$ cat src/rtl/axtrk_pkg.sv
// Shared sizing for the three-axis freshness tracker.
package axtrk_pkg;
    parameter int unsigned NUM_AXES  = 3;
    parameter int unsigned SAMPLE_W  = 16;
    parameter int unsigned ADDR_W    = 8;
    localparam int unsigned BYTE_W   = 8;
    localparam int unsigned BYTES_PER_AXIS = SAMPLE_W / BYTE_W;
    localparam int unsigned STAT_W   = 2 * NUM_AXES + 2;
endpackage

$ cat src/rtl/axtrk_axis_slot.sv
// One axis: holds the latest sample, a fresh flag and an overrun flag.
// Assumes acq and msb_rd are single-cycle strobes; a completion wins
// over a read in the same cycle so new data is never discarded.
module axtrk_axis_slot #(
    parameter int unsigned W = 16
) (
    input  logic         clk,
    input  logic         rst_n,
    input  logic         acq,
    input  logic [W-1:0] acq_data,
    input  logic         msb_rd,
    output logic         fresh,
    output logic         overrun,
    output logic [W-1:0] sample
);
    // Sample capture on completion.
    always_ff @(posedge clk) begin
        if (!rst_n)   sample <= '0;
        else if (acq) sample <= acq_data;
    end

    // Fresh/overrun flag update with set priority over read.
    always_ff @(posedge clk) begin
        if (!rst_n) begin
            fresh   <= 1'b0;
            overrun <= 1'b0;
        end else begin
            fresh   <= acq | (fresh & ~msb_rd);
            overrun <= ~msb_rd & (overrun | (acq & fresh));
        end
    end

    a_r2_fresh_sets: assert property (@(posedge clk) disable iff (!rst_n)
        acq |=> fresh);
    a_r3_fresh_clears: assert property (@(posedge clk) disable iff (!rst_n)
        (msb_rd && !acq) |=> !fresh);
    a_r4_overrun_sets: assert property (@(posedge clk) disable iff (!rst_n)
        (acq && fresh && !msb_rd) |=> overrun);
    a_r6_collision: assert property (@(posedge clk) disable iff (!rst_n)
        (acq && msb_rd) |=> (fresh && !overrun));
endmodule

$ cat src/rtl/axtrk_set_tracker.sv
// Combined flags across all axes. A set forms once each axis has completed
// since the last set; it counts as consumed when every axis high byte
// has been read after forming. Assumes per-axis strobes as in the slots.
module axtrk_set_tracker #(
    parameter int unsigned N = 3
) (
    input  logic         clk,
    input  logic         rst_n,
    input  logic [N-1:0] acq,
    input  logic [N-1:0] msb_rd,
    output logic         all_fresh,
    output logic         all_overrun
);
    logic [N-1:0] seen, unread;
    logic [N-1:0] seen_nxt, remaining;
    logic         set_forms, drained;

    // Next-state helpers for collection and readout.
    always_comb begin
        seen_nxt  = seen | acq;
        set_forms = &seen_nxt;
        remaining = unread & ~msb_rd;
        drained   = all_fresh && (remaining == '0);
    end

    // Collection of completions and readout of the current set.
    always_ff @(posedge clk) begin
        if (!rst_n) begin
            seen        <= '0;
            unread      <= '0;
            all_fresh   <= 1'b0;
            all_overrun <= 1'b0;
        end else if (set_forms) begin
            seen        <= '0;
            unread      <= '1;
            all_fresh   <= 1'b1;
            all_overrun <= all_fresh && (remaining != '0);
        end else begin
            seen        <= seen_nxt;
            unread      <= remaining;
            if (drained) begin
                all_fresh   <= 1'b0;
                all_overrun <= 1'b0;
            end
        end
    end

    a_r8_overrun_needs_fresh: assert property (@(posedge clk) disable iff (!rst_n)
        all_overrun |-> all_fresh);
    a_r7_set_forms: assert property (@(posedge clk) disable iff (!rst_n)
        set_forms |=> (all_fresh && unread == '1));
endmodule

$ cat src/rtl/axtrk_read_mux.sv
// Read port decode: address 0 gives status, then high/low bytes of each
// axis in axis order. Purely combinational; unmapped addresses give zero.
module axtrk_read_mux #(
    parameter int unsigned N      = 3,
    parameter int unsigned W      = 16,
    parameter int unsigned ADDR_W = 8,
    parameter int unsigned STAT_W = 8
) (
    input  logic [STAT_W-1:0] status,
    input  logic [N*W-1:0]    samples,
    input  logic [ADDR_W-1:0] rd_addr,
    output logic [7:0]        rd_data
);
    localparam int unsigned BPA = W / 8;

    // Address decode to byte.
    always_comb begin
        rd_data = '0;
        if (rd_addr == '0) rd_data = 8'(status);
        for (int i = 0; i < N; i++) begin
            for (int j = 0; j < BPA; j++) begin
                if (rd_addr == ADDR_W'(1 + i * BPA + j))
                    rd_data = samples[i*W + W - 1 - 8*j -: 8];
            end
        end
    end
endmodule

$ cat src/rtl/axis_ready_tracker.sv
// Top: per-axis slots, combined-set tracker and read decode.
// Assumes host reads are one-cycle strobes; a high-byte read clears flags.
module axis_ready_tracker
    import axtrk_pkg::*;
#(
    parameter int unsigned N      = NUM_AXES,
    parameter int unsigned W      = SAMPLE_W,
    parameter int unsigned AW     = ADDR_W,
    parameter int unsigned SW     = 2 * N + 2
) (
    input  logic          clk,
    input  logic          rst_n,
    input  logic [N-1:0]  acq_done,
    input  logic [N*W-1:0] acq_sample,
    input  logic          rd_en,
    input  logic [AW-1:0] rd_addr,
    output logic [7:0]    rd_data,
    output logic [SW-1:0] status
);
    localparam int unsigned BPA = W / 8;

    logic [N-1:0]   msb_rd, fresh, overrun;
    logic [N*W-1:0] samples;
    logic           all_fresh, all_overrun;

    for (genvar i = 0; i < N; i++) begin : g_axis
        assign msb_rd[i] = rd_en && (rd_addr == AW'(1 + i * BPA));
        axtrk_axis_slot #(.W(W)) u_slot (
            .clk(clk), .rst_n(rst_n),
            .acq(acq_done[i]), .acq_data(acq_sample[i*W +: W]),
            .msb_rd(msb_rd[i]),
            .fresh(fresh[i]), .overrun(overrun[i]),
            .sample(samples[i*W +: W])
        );
    end

    axtrk_set_tracker #(.N(N)) u_set (
        .clk(clk), .rst_n(rst_n),
        .acq(acq_done), .msb_rd(msb_rd),
        .all_fresh(all_fresh), .all_overrun(all_overrun)
    );

    assign status = {all_overrun, overrun, all_fresh, fresh};

    axtrk_read_mux #(.N(N), .W(W), .ADDR_W(AW), .STAT_W(SW)) u_mux (
        .status(status), .samples(samples), .rd_addr(rd_addr), .rd_data(rd_data)
    );

    a_r1_combined_fresh_vs_axes: assert property (@(posedge clk) disable iff (!rst_n)
        (acq_done == '1) |=> (status[N] && (fresh == '1)));
    a_r10_reset_clears: assert property (@(posedge clk)
        !rst_n |=> (status == '0));
endmodule

$ cat config.mk
export PLATFORM = sky130hd
export DESIGN_NAME = axis_ready_tracker
export DESIGN_NICKNAME = d
export VERILOG_FILES = /design/src/rtl/axtrk_pkg.sv /design/src/rtl/axtrk_axis_slot.sv /design/src/rtl/axtrk_set_tracker.sv /design/src/rtl/axtrk_read_mux.sv /design/src/rtl/axis_ready_tracker.sv
export SDC_FILE = /design/constraint.sdc
export NUM_CORES = 1
export LEC_CHECK = 0
export BUFFER_PORTS_ARGS = -buffer_cell sky130_fd_sc_hd__buf_2
export CAP_MARGIN = 40
export CORE_MARGIN = 2
export CORE_UTILIZATION = 48
export CTS_BUF_LIST = sky130_fd_sc_hd__clkbuf_2
export DETAILED_ROUTE_END_ITERATION = 8
export PLACE_DENSITY_LB_ADDON = 0.08
export SYNTH_ARGS = -nofsm -noshare
export SYNTH_HDL_FRONTEND = slang
export SYNTH_SLANG_ARGS = --single-unit
$ cat constraint.sdc
create_clock -name clk -period 1.3 [get_ports clk]
set_clock_uncertainty 0.05 [all_clocks]
set_input_delay 0.195 -clock clk [delete_from_list [all_inputs] [get_ports clk]]
set_output_delay 0.195 -clock clk [all_outputs]
set_load 0.05 [all_outputs]
==> summary.md <==
| Metric | Value |
|---|---|
| Status | complete, but fails checks |
| Failing checks | setup timing |
| CTS Buf Count | 9 |
| Internal | 3400 uW |
| Final worst path period need | 1.85 ns |
| Seq pwr share | 0.456 |
| Syn Inst Count | 297 |
| Reg2Reg Capture Point | u_set.all_overrun$_SDFFE_PN0P_ |
| Initial Utilization | 0.498 |
| CP required | 1.05 ns |
| Crit-path max cell delay | 0.40 ns |
| IO buf count | 77 |
| R2r setup slk | 0.02 ns |
| HP Class | primary input to register |
| Row cnt | 27 |
| Most common cell after layout, fill and taps aside | nor2_1 |
| Pre-Repair DR Iteration Count | 4 |
| Area of the multi-input gates | 1610 um^2 |
| CTS root buf | clkbuf_2 |
| Post-synthesis cell area | 2760 um^2 |
| Peak Freq | 540 MHz |
| Nets | 509 |
| Fillcell total | 327 |
| Layout Area Growth over Synthesis | 66.2% |
| Die ar. | 6370 um^2 |
| Period Utilization, post-route | 1.42 |
| # setup viols final | 17 |
| Final std cells w/o fill | 524 |
| Count of final max-slew check failures | 0 |
| Data arrival time of the critical path | 1.61 ns |
| Layout cell share with drive strength beyond 1 | 0.427 |
| Leak pwr | 0.00208 uW |
| Final WS setup | -0.552 ns |
| Crit Path Max Fanout | 2 |
| FFs w/ async S/R, synth | 0 |
| Pin count of the biggest net entering global routing | 31 |
| Worst rel slew slack | 0.740 |
| Logic gate share of total power | 0.213 |
| Core area | 5540 um^2 |
| Initial antenna violation count | 0 |
| Clock network latency to the later pin of the worst-skew pair | 0.51 ns |
| Clock buffer depth | 2 |
| Crit. End Element | output port |
| Worst vdd ir | 0.747 mV |
| Sw frac | 0.268 |
| RSZ-0062 raised after global routing | true |
| Vias in the first global route | 2788 |
| Count of final hold-check violations | 0 |
| Drt drc | 0 |
| Number of distinct library cells after synthesis | 27 |
| Overall routing resource usage | 0.280 |
| FF-to-FF path depth | 4 |
| Detailed Route WL | 8.63 mm |
| Syn_nets | 359 |
| RD Place Congestion | 0.770 |
| Via density | 5.27 |
| Slowest-stage cell, CP | dfxtp_1 |
| Synth Flop Type | dfxtp_1 |
| Register area | 1270 um^2 |
| P_sw | 1240 uW |
| CTS tree | built |
| EDFF count, synth | 0 |
| Reg2Reg Launch Point | u_set.seen[0]$_SDFF_PP0_ |
| Detail Placement HPWL | 5.16 mm |
| Clock power frac | 0.331 |
| Clock slew seen by the registers of the worst setup and hold paths | 0.17 ns |
| Worst Tran Pin Value | 0.390 ns |
| Vias | 2764 |
| Number of diodes | 0 |
| Die H | 79.8 um |
| Seq cells post-synth | 62 |
| Clock Sinks | 62 |
| CP Launch Point | g_axis[0].u_slot.sample[9]$_SDFFE_PN0P_ |
| Most frequent cells in the layout | 75 x nor2_1, 61 x buf_2, 57 x mux2i_1, 54 x dlygate4sd3_1, 36 x dfxtp_1 |
| Dpl cells | 451 |
| Die Span X | 79.8 um |
| H-tree depth | 3 |
| Worst Setup Path Type | register to output port |
| WL/cell | 16.5 um |
| Mean Syn Cell Area | 9.29 um^2 |
| Number of DRC markers in iteration 0 | 115 |
| Crit path capture | rd_data[1] |
| Crit path launch type | register |
| Yosys Warn Count | 0 |
| Remaining Overflow, GRT | 0 |
| P per Cell Area | 1010 nW/um^2 |
| CP Cell Sequence | mux2_2, o22ai_2, o32ai_4, buf_6 |
| Io pins | 78 |
| Fin Setup TNS | -4.53 ns |
| Sequential fraction of the synthesis area | 0.450 |
| Number of max-cap violations | 0 |
| Antenna Nets Post-Route | 0 |
| First-pass GRT wire length | 13.4 mm |
[stage by stage]
step                      power (uW)  hold WS [ns]  setup slack [ns]   util  area (um^2)
after floorplan                 2600         0.292            -0.255      -         2960
after global placement          2830         0.378            -0.419  0.637         3530
after detailed placement        2850         0.389            -0.436  0.637         3530
after CTS                       4620         0.111            -0.559  0.821         4550
after global routing            4820         0.126            -0.659  0.828         4590
final                           4640         0.150            -0.552  0.828         4590
[synth_stat cells, drive strengths merged (2+ instances only)]
cell type   n  area share
buf        23       0.059
o22ai       9       0.020
nand3       2      0.0036
nor2       76        0.10
o32ai       8       0.025
nand2       3      0.0041
a21oi      17       0.031
inv         5      0.0068
clkbuf      7      0.0095
o21ai       7       0.013
mux2        8       0.033
mux2i      58        0.21
dfxtp      62        0.45
nor3        4      0.0073
[registers in the layout, indices dropped and copies added (netlist names)]
signal	flops
u_set.unread	3
g_axis.u_slot.overrun	3
u_set.all_fresh	1
g_axis.u_slot.sample	48
u_set.all_overrun	1
u_set.seen	3
g_axis.u_slot.fresh	3
[layer usage]
layer,global-route usage,part of all wire
met5,0,0
met4,0.122,0.027
met3,0.0724,0.056
met2,0.494,0.52
met1,0.318,0.40
[critical path: cells and delay by family, from the launching register on]
kind / cells / cell delay (ns)
buf+inv: 1 / 0.20
compound gates: 2 / 0.33
mux: 1 / 0.17
flops: 1 / 0.40
[worst min path at each step]
stage	to	from	cells past startpoint
finish	g_axis[0].u_slot.fresh$_SDFF_PN0_	acq_done[0]	4
global route	g_axis[0].u_slot.fresh$_SDFF_PN0_	acq_done[0]	4
CTS	g_axis[0].u_slot.fresh$_SDFF_PN0_	acq_done[0]	4
detailed placement	g_axis[1].u_slot.sample[12]$_SDFFE_PN0P_	acq_sample[28]	3
global placement	g_axis[1].u_slot.sample[1]$_SDFFE_PN0P_	acq_sample[17]	3
floorplan	g_axis[0].u_slot.sample[10]$_SDFFE_PN0P_	acq_sample[10]	2
[cells by family (layout without fill, tap and decap cells)]
kind of cell | Yosys count | in the layout | synth area share
buffers and inverters | 35 | 190 | 0.0757
multiplexers | 66 | 66 | 0.243
flip-flops | 62 | 62 | 0.450
AO/OA/AOI/OAI | 43 | 43 | 0.0957
AND/OR/NAND/NOR | 91 | 91 | 0.136
[power groups by stage]
stage / Combinational (uW) / Sequential (uW) / Clock [uW]
3_3_place_gp: 704 / 2130 / 0
5_1_grt: 1050 / 2130 / 1640
6_report: 986 / 2110 / 1540
3_5_place_dp: 718 / 2130 / 0
2_1_floorplan: 484 / 2110 / 0
4_1_cts: 955 / 2110 / 1560
[what timing repair did]
action | in CTS | in global routing
hold endpoints to repair | 53 | 0
setup endpoints to repair | 18 | 19
pin swaps | 9 | 6
setup buffers | 1 | 5
hold buffers | 54 | 0
gates resized for setup | 95 | 10
[final cells by class]
class | count | share of cell area
Multi-Input combinational cell | 200 | 0.352
Clock buffer | 11 | 0.0120
Sequential cell | 62 | 0.278
Timing Repair Buffer | 169 | 0.313
Inverter | 5 | 0.00464
Tap cell | 72 | 0.0196
Clock inverter | 5 | 0.0213
No activity file was read; power rests on OpenSTA's default activity.
